==> config.mk <==
export PLATFORM = sky130hd
export DESIGN_NAME = evt_counter_unit
export DESIGN_NICKNAME = d
export VERILOG_FILES = /design/src/rtl/pmu_pkg.sv /design/src/rtl/set_clr_reg.sv /design/src/rtl/ctr_slice.sv /design/src/rtl/evt_counter_unit.sv
export SDC_FILE = /design/constraint.sdc
export NUM_CORES = 1
export LEC_CHECK = 0
export ABC_AREA = 1
export BUFFER_PORTS_ARGS = -buffer_cell sky130_fd_sc_hd__clkbuf_2
export CELL_PAD_IN_SITES_DETAIL_PLACEMENT = 1
export CELL_PAD_IN_SITES_GLOBAL_PLACEMENT = 2
export CORE_MARGIN = 2
export CORE_UTILIZATION = 33
export CTS_CLUSTER_SIZE = 16
export DETAILED_ROUTE_END_ITERATION = 8
export PLACE_DENSITY_LB_ADDON = 0.1
export RECOVER_POWER = 100
export SLEW_MARGIN = 15
export SYNTH_ARGS = -nofsm -noshare
export SYNTH_HDL_FRONTEND = slang
export SYNTH_SLANG_ARGS = --single-unit
==> constraint.sdc <==
create_clock -name clk -period 4.29 [get_ports clk]
set_input_delay 0.2145 -clock clk [delete_from_list [all_inputs] [get_ports clk]]
set_output_delay 0.2145 -clock clk [all_outputs]
set_load 0.02 [all_outputs]
==> src/rtl/pmu_pkg.sv <==
package pmu_pkg;
    localparam int ADDR_W   = 7;
    localparam int DATA_W   = 32;
    localparam int EVT_W    = 10;
    localparam int CYC_IDX  = 31;

    localparam logic [7:0]       IMPL_CODE   = 8'h41;
    localparam logic [7:0]       ID_CODE     = 8'h00;
    localparam logic [5:0]       CTRL_WMASK  = 6'h39;
    localparam logic [EVT_W-1:0] CYCLE_EVENT = EVT_W'(10'h11);

    typedef struct packed {
        logic [7:0] impl;
        logic [7:0] idcode;
        logic [4:0] n;
        logic [4:0] pad;
        logic       bit5;
        logic       bit4;
        logic       div64;
        logic       clr_cyc;
        logic       clr_evt;
        logic       enable;
    } ctrl_t;

    typedef enum logic [3:0] {
        ACC_NONE, ACC_CTRL, ACC_EN_SET, ACC_EN_CLR, ACC_IE_SET, ACC_IE_CLR,
        ACC_OV_SET, ACC_OV_CLR, ACC_SWINC, ACC_SEL, ACC_SEL_TYPE, ACC_SEL_VAL,
        ACC_AVAIL_LO, ACC_AVAIL_HI, ACC_VAL, ACC_TYPE
    } acc_e;

    function automatic acc_e decode(input logic [ADDR_W-1:0] a);
        if (a[6:5] == 2'b01) return ACC_VAL;
        if (a[6:5] == 2'b10) return ACC_TYPE;
        case (a)
            7'h00:   return ACC_CTRL;
            7'h01:   return ACC_EN_SET;
            7'h02:   return ACC_EN_CLR;
            7'h03:   return ACC_IE_SET;
            7'h04:   return ACC_IE_CLR;
            7'h05:   return ACC_OV_SET;
            7'h06:   return ACC_OV_CLR;
            7'h07:   return ACC_SWINC;
            7'h08:   return ACC_SEL;
            7'h09:   return ACC_SEL_TYPE;
            7'h0A:   return ACC_SEL_VAL;
            7'h0B:   return ACC_AVAIL_LO;
            7'h0C:   return ACC_AVAIL_HI;
            default: return ACC_NONE;
        endcase
    endfunction
endpackage

==> src/rtl/set_clr_reg.sv <==
module set_clr_reg #(
    parameter int          W    = 32,
    parameter logic [W-1:0] MASK = '1
) (
    input  logic         clk,
    input  logic         rst,
    input  logic         set_we,
    input  logic         clr_we,
    input  logic [W-1:0] wdata,
    input  logic [W-1:0] hw_set,
    output logic [W-1:0] q
);
    logic [W-1:0] set_bits, clr_bits;

    assign set_bits = set_we ? wdata : '0;
    assign clr_bits = clr_we ? wdata : '0;

    always_ff @(posedge clk) begin
        if (rst) q <= '0;
        else     q <= ((q & ~clr_bits) | set_bits | hw_set) & MASK;
    end

    // bits written to the set address are held afterwards
    assert_set_sticks_R4: assert property (@(posedge clk) disable iff (rst)
        set_we |=> ((q & ($past(wdata) & MASK)) == ($past(wdata) & MASK)));
    // absent bits never rise
    assert_mask_R4: assert property (@(posedge clk) disable iff (rst)
        (q & ~MASK) == '0);
endmodule

==> src/rtl/ctr_slice.sv <==
module ctr_slice
    import pmu_pkg::*;
#(
    parameter int               W         = 32,
    parameter bit               HAS_TYPE  = 1'b1,
    parameter logic [EVT_W-1:0] FIXED_EVT = '0
) (
    input  logic             clk,
    input  logic             rst,
    input  logic             en,
    input  logic [1:0]       inc,
    input  logic             clr,
    input  logic             ld,
    input  logic [W-1:0]     ld_val,
    input  logic             tp_we,
    input  logic [EVT_W-1:0] tp_val,
    output logic [W-1:0]     value,
    output logic [EVT_W-1:0] evt,
    output logic             ovf
);
    logic [W-1:0]     sum;
    logic [EVT_W-1:0] evt_q;
    logic             bump;

    assign bump = en && (inc != 2'd0) && !ld && !clr;
    assign sum  = value + W'(inc);
    assign ovf  = bump && value[W-1] && !sum[W-1];

    always_ff @(posedge clk) begin
        if (rst)       value <= '0;
        else if (ld)   value <= ld_val;
        else if (clr)  value <= '0;
        else if (bump) value <= sum;
    end

    generate
        if (HAS_TYPE) begin : g_type
            always_ff @(posedge clk) begin
                if (rst)        evt_q <= '0;
                else if (tp_we) evt_q <= tp_val;
            end
            assign evt = evt_q;
        end else begin : g_fixed
            assign evt_q = FIXED_EVT;
            assign evt   = evt_q;
        end
    endgenerate

    // with counting off and no load or clear the value holds
    assert_hold_when_off_R3: assert property (@(posedge clk) disable iff (rst)
        (!en && !ld && !clr) |=> (value == $past(value)));
    // an overflow flag is followed by a cleared top bit
    assert_wrap_top_clear_R6: assert property (@(posedge clk) disable iff (rst)
        ovf |=> !value[W-1]);
endmodule

==> src/rtl/evt_counter_unit.sv <==
module evt_counter_unit
    import pmu_pkg::*;
#(
    parameter int          NUM_CTR   = 4,
    parameter int          CTR_W     = 32,
    parameter logic [63:0] EVT_AVAIL = 64'h0000_0003_0000_003F
) (
    input  logic               clk,
    input  logic               rst,
    input  logic               wr_en,
    input  logic [6:0]         addr,
    input  logic [31:0]        wr_data,
    input  logic [NUM_CTR-1:0] event_pulse,
    input  logic               cycle_tick,
    output logic [31:0]        rd_data,
    output logic               irq
);
    localparam logic [31:0] IMPL_MASK = ((32'h1 << NUM_CTR) - 32'h1) | 32'h8000_0000;

    generate
        if (NUM_CTR < 1 || NUM_CTR > 31) begin : g_bad_cfg
            $fatal(1, "evt_counter_unit: NUM_CTR must be 1..31");
        end
    endgenerate

    acc_e        acc;
    logic [4:0]  sel_q, tgt_idx;
    logic [5:0]  ctrl_q;
    logic [31:0] cnten_q, inten_q, ovf_q, hw_ovf;
    logic        val_acc, type_acc, ctrl_wr, swinc_wr;
    logic [NUM_CTR-1:0][CTR_W-1:0] ev_cnt;
    logic [NUM_CTR-1:0][EVT_W-1:0] ev_type;
    logic [NUM_CTR-1:0]            ev_ovf;
    logic [CTR_W-1:0]  cyc_cnt;
    logic [EVT_W-1:0]  cyc_type;
    logic              cyc_ovf;
    logic [31:0]       val_rd, type_rd;
    ctrl_t             ctrl_word;

    assign acc      = decode(addr);
    assign val_acc  = (acc == ACC_VAL)  || (acc == ACC_SEL_VAL);
    assign type_acc = (acc == ACC_TYPE) || (acc == ACC_SEL_TYPE);
    assign tgt_idx  = ((acc == ACC_SEL_VAL) || (acc == ACC_SEL_TYPE)) ? sel_q : addr[4:0];
    assign ctrl_wr  = wr_en && (acc == ACC_CTRL);
    assign swinc_wr = wr_en && (acc == ACC_SWINC);

    always_ff @(posedge clk) begin
        if (rst) begin
            sel_q  <= '0;
            ctrl_q <= '0;
        end else begin
            if (wr_en && acc == ACC_SEL) sel_q  <= wr_data[4:0];
            if (ctrl_wr)                 ctrl_q <= wr_data[5:0] & CTRL_WMASK;
        end
    end

    // event counters
    generate
        for (genvar i = 0; i < NUM_CTR; i++) begin : g_ctr
            logic [1:0] inc_i;
            assign inc_i = {1'b0, event_pulse[i]} + {1'b0, swinc_wr && wr_data[i]};
            ctr_slice #(.W(CTR_W), .HAS_TYPE(1'b1), .FIXED_EVT('0)) u_slice (
                .clk(clk), .rst(rst),
                .en(ctrl_q[0] && cnten_q[i]),
                .inc(inc_i),
                .clr(ctrl_wr && wr_data[1]),
                .ld(wr_en && val_acc && tgt_idx == 5'(i)),
                .ld_val(CTR_W'(wr_data)),
                .tp_we(wr_en && type_acc && tgt_idx == 5'(i)),
                .tp_val(wr_data[EVT_W-1:0]),
                .value(ev_cnt[i]), .evt(ev_type[i]), .ovf(ev_ovf[i])
            );
        end
    endgenerate

    // cycle counter, fixed event
    ctr_slice #(.W(CTR_W), .HAS_TYPE(1'b0), .FIXED_EVT(CYCLE_EVENT)) u_cycle (
        .clk(clk), .rst(rst),
        .en(ctrl_q[0] && cnten_q[CYC_IDX]),
        .inc({1'b0, cycle_tick}),
        .clr(ctrl_wr && wr_data[2]),
        .ld(wr_en && val_acc && tgt_idx == 5'(CYC_IDX)),
        .ld_val(CTR_W'(wr_data)),
        .tp_we(1'b0),
        .tp_val(wr_data[EVT_W-1:0]),
        .value(cyc_cnt), .evt(cyc_type), .ovf(cyc_ovf)
    );

    assign hw_ovf = (32'(ev_ovf) | (32'(cyc_ovf) << CYC_IDX)) & IMPL_MASK;

    set_clr_reg #(.W(32), .MASK(IMPL_MASK)) u_cnten (
        .clk(clk), .rst(rst),
        .set_we(wr_en && acc == ACC_EN_SET), .clr_we(wr_en && acc == ACC_EN_CLR),
        .wdata(wr_data), .hw_set('0), .q(cnten_q));
    set_clr_reg #(.W(32), .MASK(IMPL_MASK)) u_inten (
        .clk(clk), .rst(rst),
        .set_we(wr_en && acc == ACC_IE_SET), .clr_we(wr_en && acc == ACC_IE_CLR),
        .wdata(wr_data), .hw_set('0), .q(inten_q));
    set_clr_reg #(.W(32), .MASK(IMPL_MASK)) u_ovf (
        .clk(clk), .rst(rst),
        .set_we(wr_en && acc == ACC_OV_SET), .clr_we(wr_en && acc == ACC_OV_CLR),
        .wdata(wr_data), .hw_set(hw_ovf), .q(ovf_q));

    assign irq = |(ovf_q & inten_q);

    // read path
    always_comb begin
        val_rd  = '0;
        type_rd = '0;
        if (tgt_idx == 5'(CYC_IDX)) begin
            val_rd  = 32'(cyc_cnt);
            type_rd = 32'(cyc_type);
        end
        for (int i = 0; i < NUM_CTR; i++) begin
            if (tgt_idx == 5'(i)) begin
                val_rd  = 32'(ev_cnt[i]);
                type_rd = 32'(ev_type[i]);
            end
        end
    end

    always_comb begin
        ctrl_word        = ctrl_t'(32'(ctrl_q));
        ctrl_word.impl   = IMPL_CODE;
        ctrl_word.idcode = ID_CODE;
        ctrl_word.n      = 5'(NUM_CTR);
    end

    always_comb begin
        case (acc)
            ACC_CTRL:                 rd_data = ctrl_word;
            ACC_EN_SET, ACC_EN_CLR:   rd_data = cnten_q;
            ACC_IE_SET, ACC_IE_CLR:   rd_data = inten_q;
            ACC_OV_SET, ACC_OV_CLR:   rd_data = ovf_q;
            ACC_SEL:                  rd_data = {27'b0, sel_q};
            ACC_AVAIL_LO:             rd_data = EVT_AVAIL[31:0];
            ACC_AVAIL_HI:             rd_data = EVT_AVAIL[63:32];
            ACC_VAL, ACC_SEL_VAL:     rd_data = val_rd;
            ACC_TYPE, ACC_SEL_TYPE:   rd_data = type_rd;
            default:                  rd_data = '0;
        endcase
    end

    // the request only drops after a clear of status or interrupt enable
    assert_irq_holds_R7: assert property (@(posedge clk) disable iff (rst)
        (irq && !(wr_en && (acc == ACC_OV_CLR || acc == ACC_IE_CLR))) |=> irq);
    // fixed identification fields on every control read
    assert_ctrl_id_R2: assert property (@(posedge clk) disable iff (rst)
        (acc == ACC_CTRL) |-> (rd_data[31:11] == {IMPL_CODE, ID_CODE, 5'(NUM_CTR)}));
    // software increment register reads as zero
    assert_swinc_raz_R5: assert property (@(posedge clk) disable iff (rst)
        (acc == ACC_SWINC) |-> (rd_data == 32'h0));
    // cycle counter type never moves
    assert_cycle_type_R11: assert property (@(posedge clk) disable iff (rst)
        (val_acc || type_acc) && (tgt_idx == 5'(CYC_IDX)) |-> (type_rd == 32'h11));
endmodule

======== After elaboration in Yosys (flattened, before gate mapping) ========
Memory sizes are Yosys's and may differ from the RTL's.
Cells that the tools add are included.
storage, ports and cells
  register bits after elaboration ......... 305
  memory bits (read-only) ................. 64
  bits of input ports ..................... 47
  output and inout port bits .............. 33
  logic and storage cells ................. 189
  memories ................................ 1
cells by class
  add/sub/neg operators ................... 9
  equality and inequality tests ........... 21
  mux-type cells .......................... 41
  bitwise operators ....................... 12
  reduce and logical (&&, ||, !) cells .... 88
memory list
  name             depth  bits a word  rd ports  clocked after memory_dff  write ports  RTL line       RTL
  (no name shown)  16     4            1         0                         0            pmu_pkg.sv:34  case (a)
operators by type and width
  cell                                                              count
  32-bit two-way mux                                                30
  32-bit one-hot mux with 9 select lines                            1
  32-bit by 2-bit adder with 32-bit output                          4
  32-bit bitwise AND                                                4
  32-bit bitwise OR                                                 4
  32-bit inverter                                                   3
  1-bit logical AND                                                 56
  32-bit by 1-bit adder with 32-bit output                          1
  4-bit == test (second input constant)                             8
  4-bit by 32-bit bitwise OR with 32-bit output                     1
  32-bit OR reduction                                               1
  4-bit two-way mux                                                 5
  4-bit by 3-bit == test with 1-bit output (second input constant)  4
  3-bit nonzero test                                                5
  1-bit zero test                                                   12
  5-bit by 2-bit == test with 1-bit output (second input constant)  2
  5-bit two-way mux                                                 2
  2-bit OR reduction                                                5
  1-bit by 1-bit adder with 2-bit output                            4
  4-bit by 2-bit == test with 1-bit output (second input constant)  2
  2-bit nonzero test                                                4
  5-bit by 1-bit == test with 1-bit output (second input constant)  1
  5-bit == test (second input constant)                             1
  5-bit zero test                                                   1
  other kinds (6)                                                   10

======== Depth between registers and ports, before layout ========
Gate-level depths: netlist (run 1).
  word-level depth ........................ 17
  depth in mapped cells ................... 30
  mapped depth without buffers ............ 30

======== Cells and area by module ========
Synthesis (run 1) repeated with hierarchy kept, for this count alone.
unflattened totals
  cells, all modules ...................... 3103
  area, all modules ....................... 18896.9 um^2
by module, submodules not included
  module                             instances  cells an instance  area each (um^2)  sequential area each (um^2)
  ctr_slice at g_ctr[0].u_slice ...  4          452                2790.2            840.8
  evt_counter_unit                   1          707                3958.8            180.2
  ctr_slice at u_cycle               1          429                2595.0            640.6
  set_clr_reg                        3          53                 394.1             100.1

======== Least setup slack after synthesis (run 1) ========
No wires, ideal clock.
  path type ............................... input -> register
  start point ............................. input addr[0]
  end point ............................... register g_ctr[1].u_slice.value[22]
  library setup time ...................... 0.132 ns
  data arrival time ....................... 3.397 ns
  required time ........................... 4.158 ns
  path slack .............................. 0.761 ns
  stages on the path ...................... 29
  path buffers ............................ 1
  path through ............................ inv_1 > ha_1 > nand2_1 > o21ai_2 > buf_2 > nor2_1 > inv_1 > nor2_1 > inv_1 > nor2_1 > inv_1 > nor2_1 > inv_1 > ha_1 > ha_1 > fa_1 > nand3_1 > nor2_1 > inv_1 > nor4_1 > nand2_1 > nor2_1 > nand2_1 > nand3_1 > inv_1 > nand3_1 > nand2_1 > inv_1 > a21oi_1
between the ends
  longest elaborated chain between the ends .. 13
  elaborated cells between the ends (all ways) .. 31
  those cells by class .................... add/sub (2); eq/ne (6); mux (7); reduce/logical (15); memory (1)
RTL lines
  what                                                                                               RTL line                RTL
  start, declared                                                                                    evt_counter_unit.sv:11  input logic [6:0] addr,
  parallel branches: the longest is 13 deep, another holds 32-bit by 2-bit adder with 32-bit output  --
  end signal, assigned                                                                               ctr_slice.sv:31         else if (ld) value <= ld_val;
  end signal, assigned                                                                               ctr_slice.sv:33         else if (bump) value <= sum;
  end, declared                                                                                      ctr_slice.sv:17         output logic [W-1:0] value,
Several ways; the timed one is not identified. The select of a mux whose other input is x is not followed.
A chain may end at the register's enable or synchronous reset.

======== Worst setup path in the final report (run 1) ========
  start point ............................. input addr[0]
  end point ............................... register g_ctr[3].u_slice.value[2]
between the ends
  longest elaborated chain between the ends .. 13
  elaborated cells between the ends (all ways) .. 31
  those cells by class .................... add/sub (2); eq/ne (6); mux (7); reduce/logical (15); memory (1)
RTL lines
  what                                                                                               RTL line
  parallel branches: the longest is 13 deep, another holds 32-bit by 2-bit adder with 32-bit output  --
  end signal, assigned                                                                               ctr_slice.sv:31
  end signal, assigned                                                                               ctr_slice.sv:33
  end, declared                                                                                      ctr_slice.sv:17
Several ways; the timed one is not identified. The select of a mux whose other input is x is not followed.

==> results of run 1 <==
[stage by stage]
| step | worst slack [ns] | hold slack, ns | instances |
|---|---|---|---|
| after global placement | 0.151 | 0.435 | 3791 |
| final | 0.286 | 0.108 | 3845 |
| after CTS | 0.291 | 0.0843 | 3844 |
| after detailed placement | 0.00839 | 0.440 | 3791 |
| after global routing | 0.0172 | 0.0987 | 3845 |
| after floorplan | 0.761 | 0.379 | 3103 |
[cells in the mapped netlist (all sizes together) (19+ instances only)]
cell,number,share of area [%]
xor2,72,3.5
nor4,26,0.91
nand3b,35,1.5
a21oi,103,2.9
nand3,328,9.5
inv,434,9.1
nor3,80,2.2
buf,74,2.4
clkbuf,81,1.7
o211ai,19,0.80
dfxtp,224,25
nor2,370,8.3
o21ai,271,7.8
nand4,86,3.0
nand2,831,18
ha,22,1.5
[worst max-delay path: cells and delay by family]
kind                       cells  cell delay (ns)
AOI/OAI and AO/OA              1             0.11
adders and majority gates      1             0.28
buffers and inverters          7             2.13
and+or+nand+nor                9             1.76
[flip-flops by register name, summed over array words and instances, names as in the netlist]
name / count
g_ctr.u_slice.value: 128
g_ctr.u_slice.evt: 40
u_cycle.value: 32
sel_q: 5
u_cnten.q: 5
u_inten.q: 5
u_ovf.q: 5
ctrl_q: 4
[routing by layer]
metal | vias to the layer above | global-route usage [%] | part of all wire (%)
li1 | 9990 | - | -
met1 | 10500 | 46.1 | 48
met2 | 563 | 51.0 | 44
met3 | 90 | 2.63 | 5.0
met4 | 0 | 8.80 | 2.7
met5 | - | 0 | 0
[area by class of cell]
type	instances	area, um^2	area share, %
Multi-Input combinational cell	2288	11000	55.4
Sequential cell	224	4480	22.5
Tap cell	696	871	4.37
Timing Repair Buffer	148	888	4.46
Inverter	436	1640	8.23
Clock inverter	8	80.1	0.402
Clock buffer	45	908	4.56
[kinds of logic after synthesis]
logic type                 synth area share (%)
AOI/OAI and AO/OA                          12.2
xor gates and xnor gates                   4.01
DFF                                        25.0
adders and majority gates                  1.98
buffers and inverters                      13.2
and+or+nand+nor                            43.6
[how the worst max path moves through the flow]
| stage | end | start | slack [ns] |
|---|---|---|---|
| final | g_ctr[3].u_slice.value[2]$_SDFFE_PP0P_ | addr[0] | 0.29 |
| after global routing | rd_data[9] | addr[0] | 0.02 |
| after CTS | rd_data[12] | addr[0] | 0.29 |
| after detailed placement | g_ctr[0].u_slice.value[26]$_SDFFE_PP0P_ | addr[0] | 0.008 |
| after global placement | g_ctr[2].u_slice.value[26]$_SDFFE_PP0P_ | addr[0] | 0.15 |
| after floorplan | g_ctr[1].u_slice.value[22]$_SDFFE_PP0P_ | addr[0] | 0.76 |
[power by group]
group,switching (mW),internal [mW]
clock network,1.13,1.51
logic,0.435,0.125
registers,0.0311,2.10
==> metrics.md, run 1 <==
| Metric | Value |
|---|---|
| Final Cell Area | 19900 um^2 |
| Routed Antenna Nets | 0 |
| Leak pwr | 8.98 nW |
| Routed len/inst | 23.7 um |
| Nets | 3202 |
| Layout cells sized above 1 | about 7% |
| I/O pins | 80 |
| Worst-path fanout max | 28 |
| Global Route Usage Sum | a little under a third |
| Slew Limit Fails | 0 |
| Die area | 56200 um^2 |
| Post-Route WL | 91100 um |
| Initial antenna violation count | 3 |
| Post-Syn Area | 17900 um^2 |
| Hold Fails Final Rpt | 0 |
| Port Buffers | 79 |
| Worst slew margin | 20.2% |
| Worst Path Required | 4.84 ns |
| Worst-path clk slew | 0.06 ns |
| Hold Buf Count CTS | 0 |
| RSZ-0062 raised after global routing | false |
| FF-to-FF path depth | 13 |
| WP data arrival | 4.56 ns |
| Netlist cell types | 47 |
| Number of flops mapped to enable cells by yosys | 0 |
| Peak VDD IR | 0.349 mV |
| Most common cell after layout, fill and taps aside | nand2_1 |
| Power Total | about 5.3 mW |
| Diode count | 0 |
| Fin Setup TNS | 0 ns |
| Yosys reg bits | 224 |
| Setup Viol. Count Final | 0 |
| Power Dens Cells | 268 nW/um^2 |
| YS warnings | 0 |
| Slowest stage delay, CP | 0.92 ns |
| Top cell by count, worst path | nand2_1 |
| Area post-placement | 19000 um^2 |
| Maxcap violations | 0 |
| Critical R2R Launch | sel_q[2]$_SDFFE_PP0P_ |
| Syn-to-layout area delta | 11.1% |
| Via-to-Cell Ratio | 5.51 |
| DRC | 0 |
| Reg2Reg Setup Slack | 0.84 ns |
| Sequential area share after synthesis | 25.0% |
| Congestion Overflow GR | 0 |
| Critical path class | in2reg |
| FMAX | 250 MHz |
| Crit-path cells | clkbuf_2 > inv_1 > ha_1 > nand2_1 > nor2_1 > nand4_2 > buf_4 > o21ai_2 > nand2_1 > nor2_8 > buf_4 > nand3_4 > clkbuf_2 > inv_1 > nand2_1 > nand3_1 > nand2_1 > inv_1 |
| Setup Fix Bufs, Post-CTS | 0 |
| Final design utilization | 37.1% |
| Min cycle time layout | 4.00 ns |
| Leading cell types in the layout, fill and taps excluded | 821 x nand2_1, 423 x inv_1, 360 x nor2_1 |
| Syn_nets | 3176 |
| Syn_area_per_cell | 5.77 um^2 |
| Fin crit share | 93.3% |
| Post-synthesis async set-or-reset flop share | 0% |
| Fill cell count | 7308 |
| Die H | 237 um |
| Gate Count Post-Synth | 3103 |
| Vias in the first global route | 20700 |
| Die Wd | roughly 240 um |
| Hold Path Depth | 4 |
| TritonCTS clock tree | built |
| Clock latency on the worst-skew pair | 0.62 ns |
| Post-CTS Resized | 0 |
| CTS sink cnt | 224 |
| CP Capture Type | register |
| Measured slew at the worst slew-check pin | approximately 1.2 ns |
| R2R Path End | g_ctr[3].u_slice.value[2]$_SDFFE_PP0P_ |
| # rows | 85 |
| Hold WC Path Type | in2reg |
| First-pass DRT Iterations | 8 |
| CP startpoint kind | input port |
| Status | completed |
| DRT iter0 DRCs | 1718 |
| Slowest-stage cell, CP | inv_1 |
| H-tree Lvls | 1 |
| Vias | roughly 21000 |
| Initial Util | 33.4% |
| Largest net degree at the start of global routing | roughly 110 |
| First-pass GRT wire length | about 140000 um |
| Core Region | about 54000 um^2 |
| Clock Tree Buf Depth | 3 |
| Synth Flop Type | dfxtp_1 |
| Final GP Congestion | around 0.91 |
| Hold path endpoint | u_cnten.q[0]$_SDFF_PP0_ |
| CTS Root Buffer Type | clkbuf_16 |
| Worst Skew | 0.0112 ns |
| Hold Startpoint | wr_data[0] |
| CTS Buf Count | 31 |
| Detailed Place HPWL | 68900 um |
(Power assumes the default switching activity.)
==> run 2, diff against run 1 <==
--- a/config.mk
+++ b/config.mk
@@ -5,12 +5,11 @@
 export SDC_FILE = /design/constraint.sdc
 export NUM_CORES = 1
 export LEC_CHECK = 0
-export ABC_AREA = 1
 export BUFFER_PORTS_ARGS = -buffer_cell sky130_fd_sc_hd__clkbuf_2
 export CELL_PAD_IN_SITES_DETAIL_PLACEMENT = 1
 export CELL_PAD_IN_SITES_GLOBAL_PLACEMENT = 2
 export CORE_MARGIN = 2
-export CORE_UTILIZATION = 33
+export CORE_UTILIZATION = 37
 export CTS_CLUSTER_SIZE = 16
 export DETAILED_ROUTE_END_ITERATION = 8
 export PLACE_DENSITY_LB_ADDON = 0.1
==> run 2 against run 1 <==
  * Non-clock buffer count is 4 higher
  * Total power fell by 5.6%
  * First-iteration DRC count down 29%
  * Fmax fell by 2.2%
  * Clock-buffer cell count decreased by 5
  * Utilization increased by 5.6 points
  * Register-to-register slack gained 0.16 ns
  * Clock skew up 0.017 ns
  * Die area is 31% lower
  * Sequential share of layout area grew 6.1 points
  * Critical endpoint is now rd_data[13]
  * Largest power group unchanged
==> metrics.md, run 2 <==
| Metric | Value |
|---|---|
| Peak VDD IR | 0.276 mV |
| Worst slew margin | ~4.6% |
| CP Capture Type | output pin |
| Highest routed layer | met4 |
| Post-Syn Area | 13800 um^2 |
| H-tree Lvls | 1 |
| Synth top cells by count | 224 x dfxtp_1, 210 x nand2_1, 174 x nor2_1, 141 x nand3_1, 123 x a21oi_1 |
| Top cell by count, worst path | o21ai_0 |
| Leading cell types in the layout, fill and taps excluded | 224 x dfxtp_1, 210 x nand2_1, 174 x nor2_1 |
| Hold Buf Count CTS | 1 |
| Post-synth top area cell | dfxtp_1 |
| DRT iter0 DRCs | 1226 |
| Status | completed |
| Inst Count DP | 2250 |
| Min cycle time layout | 4.09 ns |
| Sequential area share after synthesis | 32.4% |
| Fin worst setup slack | 0.197 ns |
| Layout cells sized above 1 | 10.5% |
| WL met2 | 26100 um |
| Core Region | approximately 37000 um^2 |
| Syn_nets | 1830 |
| Slowest-stage cell, CP | nor4_1 |
| Post-CTS Resized | 0 |
| Routed Antenna Nets | 0 |
| Post-synthesis async set-or-reset flop share | 0% |
| CP startpoint kind | register |
| Setup Viol. Count Final | 0 |
| Die area | a little under 40000 um^2 |
| Synth Flop Type | dfxtp_1 |
| CTS sink cnt | 224 |
| Crit-path cells | nor4_1 > nand4_1 > o21ai_0 > a21boi_4 > buf_4 > a222oi_1 > and3_1 > o21ai_0 > clkbuf_2 |
| Initial antenna violation count | 1 |
| Post-route insts no fill | 2304 |
| WP data arrival | 3.88 ns |
| Worst-path clk slew | 0.06 ns |
| Nets | 1887 |
| FMAX | 244 MHz |
| Detailed Place HPWL | 43100 um |
| Largest net degree at the start of global routing | between 60 and 70 |
| Yosys reg bits | 224 |
| Synth top area share | 32.4% |
| Worst Path Required | 4.08 ns |
| Initial Util | between 30% and 40% |
| Area post-placement | between 10000 and 15000 um^2 |
| Slew Limit Fails | 0 |
| Clock Tree Buf Depth | 3 |
| Fin crit share | 95.4% |
| Number of flops mapped to enable cells by yosys | 0 |
| Global Route Usage Sum | 30.3% |
| Worst hold slack | 0.0171 ns |
| Netlist cell types | 82 |
| Power Dens Cells | 322 nW/um^2 |
| Top cells by area, synth | dfxtp_1 32%, nand2_1 5.7%, nand3_1 5.1% |
| Setup Fix Bufs, Post-CTS | 0 |
| Power Total | approximately 5.0 mW |
| Congestion Overflow GR | 0 |
| Via-to-Cell Ratio | just over 6 |
| Worst-path fanout max | 16 |
| Gate Count Post-Synth | between 1500 and 2000 |
| YS warnings | 0 |
| Final Cell Area | 15700 um^2 |
| Port Buffers | 79 |
| FF/Latch Area | 4480 um^2 |
| Pre-CTS setup slack | -0.0173 ns |
| Syn_area_per_cell | 7.87 um^2 |
| Top-count cell post-synth | dfxtp_1 |
| Most common cell after layout, fill and taps aside | dfxtp_1 |
| Final GP Congestion | 0.897 |
| Clock latency on the worst-skew pair | 0.58 ns |
| Fin Setup TNS | 0 ns |
| Largest Register | g_ctr.u_slice.value |
| Fill cell count | 4492 |
| Post-Route WL | 59200 um |
| Area of the multi-input gates | 8550 um^2 |
| Leak pwr | just under 6 nW |
| Final design utilization | 42.7% |
| First-pass GRT wire length | 89600 um |
| I/O pins | 80 |
| Die Wd | 197 um |
| Vias | 14200 |
| RSZ-0062 raised after global routing | false |
| Maxcap violations | 0 |
| Max FFs per register | between 100 and 150 |
| Syn-to-layout area delta | 13.3% |
| Hold Fails Final Rpt | 0 |
| Diode count | 0 |
| M1 WL | between 20000 and 30000 um |
| Worst Skew | 0.0279 ns |
| CTS Root Buffer Type | clkbuf_16 |
| # rows | 70 |
| Worst path bufs/invs | 2 |
| First-pass DRT Iterations | 8 |
| Met3 wire length | 3860 um |
| Hold WC Path Type | in2reg |
| Slowest stage delay, CP | 0.52 ns |
| Measured slew at the worst slew-check pin | between 1 and 1.5 ns |
| Die H | ~200 um |
| Critical path class | reg2out |
| Crit-path leading delay family | compound AO/OA/AOI/OAI gates |
| TritonCTS clock tree | built |
| CTS Buf Count | 29 |
| Routed len/inst | 25.7 um |
| DRC | 0 |
| Vias in the first global route | 14100 |
-- run 2: path summary, 6_finish.rpt --
check                                             from                                      end  slack (ns)  cells past startpoint
hold reg to reg   g_ctr[2].u_slice.evt[9]$_SDFFE_PP0P_     g_ctr[2].u_slice.evt[9]$_SDFFE_PP0P_        0.49                      2
setup / recovery                 sel_q[2]$_SDFFE_PP0P_                              rd_data[13]        0.20                      9
hold / removal                             wr_data[20]  g_ctr[1].u_slice.value[20]$_SDFFE_PP0P_        0.02                      2
setup reg to reg                 sel_q[2]$_SDFFE_PP0P_     g_ctr[3].u_slice.evt[8]$_SDFFE_PP0P_        1.00                      8
-- run 2: final cells by class --
class	count	share of cell area, %
Timing Repair Buffer	152	5.41
Clock inverter	13	1.13
Sequential cell	224	28.6
Inverter	48	1.15
Clock buffer	40	5.28
Tap cell	468	3.74
Multi-Input combinational cell	1359	54.6
-- run 2: report_power, final --
group          internal [mW]  switching, mW
sequential              2.08        0.00705
clock                   1.58           1.03
combinational         0.0812          0.259
total                   3.75           1.29
-- run 2: layer usage --
| metal | global-route usage [%] | vias up |
|---|---|---|
| li1 | - | 6545 |
| met1 | 44.5 | 7143 |
| met2 | 46.9 | 396 |
| met3 | 4.58 | 72 |
| met4 | 5.74 | 0 |
| met5 | 0 | - |
-- run 2: cells by family after synthesis --
kind of cell	Yosys count	share of synthesized area, %
AOI/OAI and AO/OA	427	22.6
xor gates and xnor gates	115	7.29
adders and majority gates	26	2.57
buffers and inverters	174	5.44
DFF	224	32.4
muxes	63	4.65
and+or+nand+nor	728	25.0
==> run 3, diff against run 2 <==
==> constraint.sdc (replaced) <==
create_clock -name clk -period 3.77 [get_ports clk]
set_input_delay 0.1885 -clock clk [delete_from_list [all_inputs] [get_ports clk]]
set_output_delay 0.1885 -clock clk [all_outputs]
set_load 0.02 [all_outputs]
==> run 3 against run 2 <==
  * Clock-buffer cell count increased by 4
  * Final cell count increased by 2.7%
  * Sequential share of layout area is 1.1 points lower
  * Via count increased by 1.6%
  * Global-route usage rose by 0.47 points
  * Combinational power increased by 25%
  * Utilization increased by 1.6 points
  * Final area up 3.8%
  * Critical path type is now in2out
  * Highest routed layer unchanged
==> metrics.md, run 3 (synthesis results as in run 2) <==
| Metric | Value |
|---|---|
| Slew Limit Fails | 0 |
| Fin Setup TNS | 0 ns |
| Grt met1 use | 44.0% |
| Setup Viol. Count Final | 0 |
| Worst path bufs/invs | 5 |
| Inst Count DP | 2304 |
| Measured slew at the worst slew-check pin | 1.12 ns |
| Post-Route WL | 60200 um |
| Clock latency on the worst-skew pair | 0.58 ns |
| CTS Root Buffer Type | clkbuf_16 |
| Die area | 38900 um^2 |
| FMAX | 273 MHz |
| Nets | 1949 |
| Initial Util | between 30% and 40% |
| I/O pins | 80 |
| Met2 Use GR | 48.1% |
| Crit-path leading delay family | compound AO/OA/AOI/OAI gates |
| Final GP Congestion | 0.937 |
| Die H | slightly below 200 um |
| Vias | between 10000 and 15000 |
| Status | completed |
| DRC | 0 |
| Detailed Place HPWL | approximately 44000 um |
| Critical path class | in2out |
| Hold Fails Final Rpt | 0 |
| GRT busiest layer | met2 |
| Pre-CTS setup slack | -0.341 ns |
| Max FFs per register | 128 |
| CTS sink cnt | 224 |
| Maxcap violations | 0 |
| Met3 GRT Util | 5.92% |
| Port Buffers | 79 |
| H-tree Lvls | 1 |
| Slowest stage delay, CP | 0.56 ns |
| Peak VDD IR | 0.306 mV |
| # rows | 70 |
| Syn-to-layout area delta | 17.6% |
| Largest net degree at the start of global routing | 106 |
| WP data arrival | 3.48 ns |
| CP startpoint | addr[0] |
| Worst-path clk slew | 0.06 ns |
| Min cycle time layout | 3.66 ns |
| Routed Antenna Nets | 0 |
| Layout cells sized above 1 | 13.4% |
| Via-to-Cell Ratio | 6.08 |
| Slowest-stage cell, CP | a222oi_1 |
| First-pass GRT wire length | a little over 90000 um |
| CP Capture Type | output pin |
| Fin worst setup slack | between 0.1 and 0.15 ns |
| Hold WC Path Type | in2reg |
| Crit-path cells | clkbuf_1 > buf_4 > ha_1 > or2_2 > a311oi_1 > buf_4 > nor3_2 > o221a_2 > buf_4 > a222oi_1 > nor3_1 > or3_1 > clkbuf_2 |
| Clock Tree Buf Depth | 3 |
| Top cell by count, worst path | buf_4 |
| Most common cell after layout, fill and taps aside | dfxtp_1 |
| Power Dens Cells | 360 nW/um^2 |
| Vias in the first global route | 14300 |
| Setup Fix Bufs, Post-CTS | 0 |
| CTS Buf Count | 30 |
| Core Region | roughly 37000 um^2 |
| DRT iter0 DRCs | between 1000 and 1500 |
| Hold Startpoint | wr_data[25] |
| TritonCTS clock tree | built |
| CP startpoint kind | input port |
| Worst Skew | 0.0247 ns |
| Fill cell count | 4433 |
| Critical R2R Launch | sel_q[2]$_SDFFE_PP0P_ |
| RSZ-0062 raised after global routing | false |
| Reg2Reg Setup Slack | 0.83 ns |
| Largest Register | g_ctr.u_slice.value |
| Post-route insts no fill | 2366 |
| Routed len/inst | 25.4 um |
| Die Wd | 197 um |
| Worst slew margin | 24.7% |
| Initial antenna violation count | 1 |
| Worst-path fanout max | 13 |
| Congestion Overflow GR | 0 |
| Worst Path Required | 3.58 ns |
| First-pass DRT Iterations | 6 |
| Global Route Usage Sum | 30.7% |
| Leak pwr | 6.12 nW |
| Leading cell types in the layout, fill and taps excluded | 224 x dfxtp_1, 210 x nand2_1, 175 x nor2_1 |
| Fin crit share | 97.2% |
## run 3: cell types whose count changed in the layout (fill, tap and decap cells not counted), sizes merged
cell	change
diode	+1
clkinv	-3
bufinv	-1
clkbuf	+18
dlygate4sd3	+7
buf	+40
## run 3: routing by layer
layer	routed length, um	share of wire, %	vias to the layer above
met4	1000	1.7	0
met2	26700	44	412
met1	28200	47	7241
li1	-	-	6678
met5	0	0	-
met3	4340	7.2	57
## run 3: through the flow
| stage | total power, mW | hold slack, ns | util [%] | instance area (um^2) |
|---|---|---|---|---|
| after floorplan | 2.63 | 0.305 | - | 13800 |
| after global placement | 2.84 | 0.469 | 41.6 | 15300 |
| after detailed placement | 2.85 | 0.484 | 41.6 | 15300 |
| after CTS | 5.91 | 0.00211 | 44.7 | 16400 |
| after global routing | 6.02 | 0.0162 | 44.3 | 16300 |
| final | 5.85 | 0.0223 | 44.3 | 16300 |
## run 3: what timing repair did
action	CTS	global route
endpoints found under the hold margin	15	0
setup endpoints to repair	18	28
resized for setup	2	4
hold buffers	8	0
## run 3: area by class of cell
class                      count  area [um^2]  share of cell area, %
multi-input combinational   1359         8610                   53.0
sequential                   224         4480                   27.6
timing repair buffer         213         1340                   8.24
clock buffer                  44          925                   5.69
tap                          468          586                   3.60
inverter                      48          180                   1.11
clock inverter                 9          129                  0.793
antenna                        1         2.50                 0.0154
## run 3: worst paths after layout
check | end | depth (start not counted)
max | rd_data[4] | 13
min | g_ctr[1].u_slice.value[25]$_SDFFE_PP0P_ | 3
max reg2reg | g_ctr[0].u_slice.value[22]$_SDFFE_PP0P_ | 9
min reg2reg | g_ctr[0].u_slice.evt[8]$_SDFFE_PP0P_ | 2
## run 3: power breakdown
| group | internal [mW] | total, mW | switching (mW) |
|---|---|---|---|
| Clock | 1.89 | 3.05 | 1.16 |
| Combinational | 0.116 | 0.424 | 0.307 |
| Sequential | 2.37 | 2.38 | 0.00851 |
| Total | 4.37 | 5.85 | 1.48 |
## run 3: worst register-to-register path: cells and delay by family, from the launching register on
family / cells / cell delay [ns]
simple gates: 3 / 0.65
flops: 1 / 0.36
compound gates: 4 / 1.18
buf+inv: 2 / 0.61
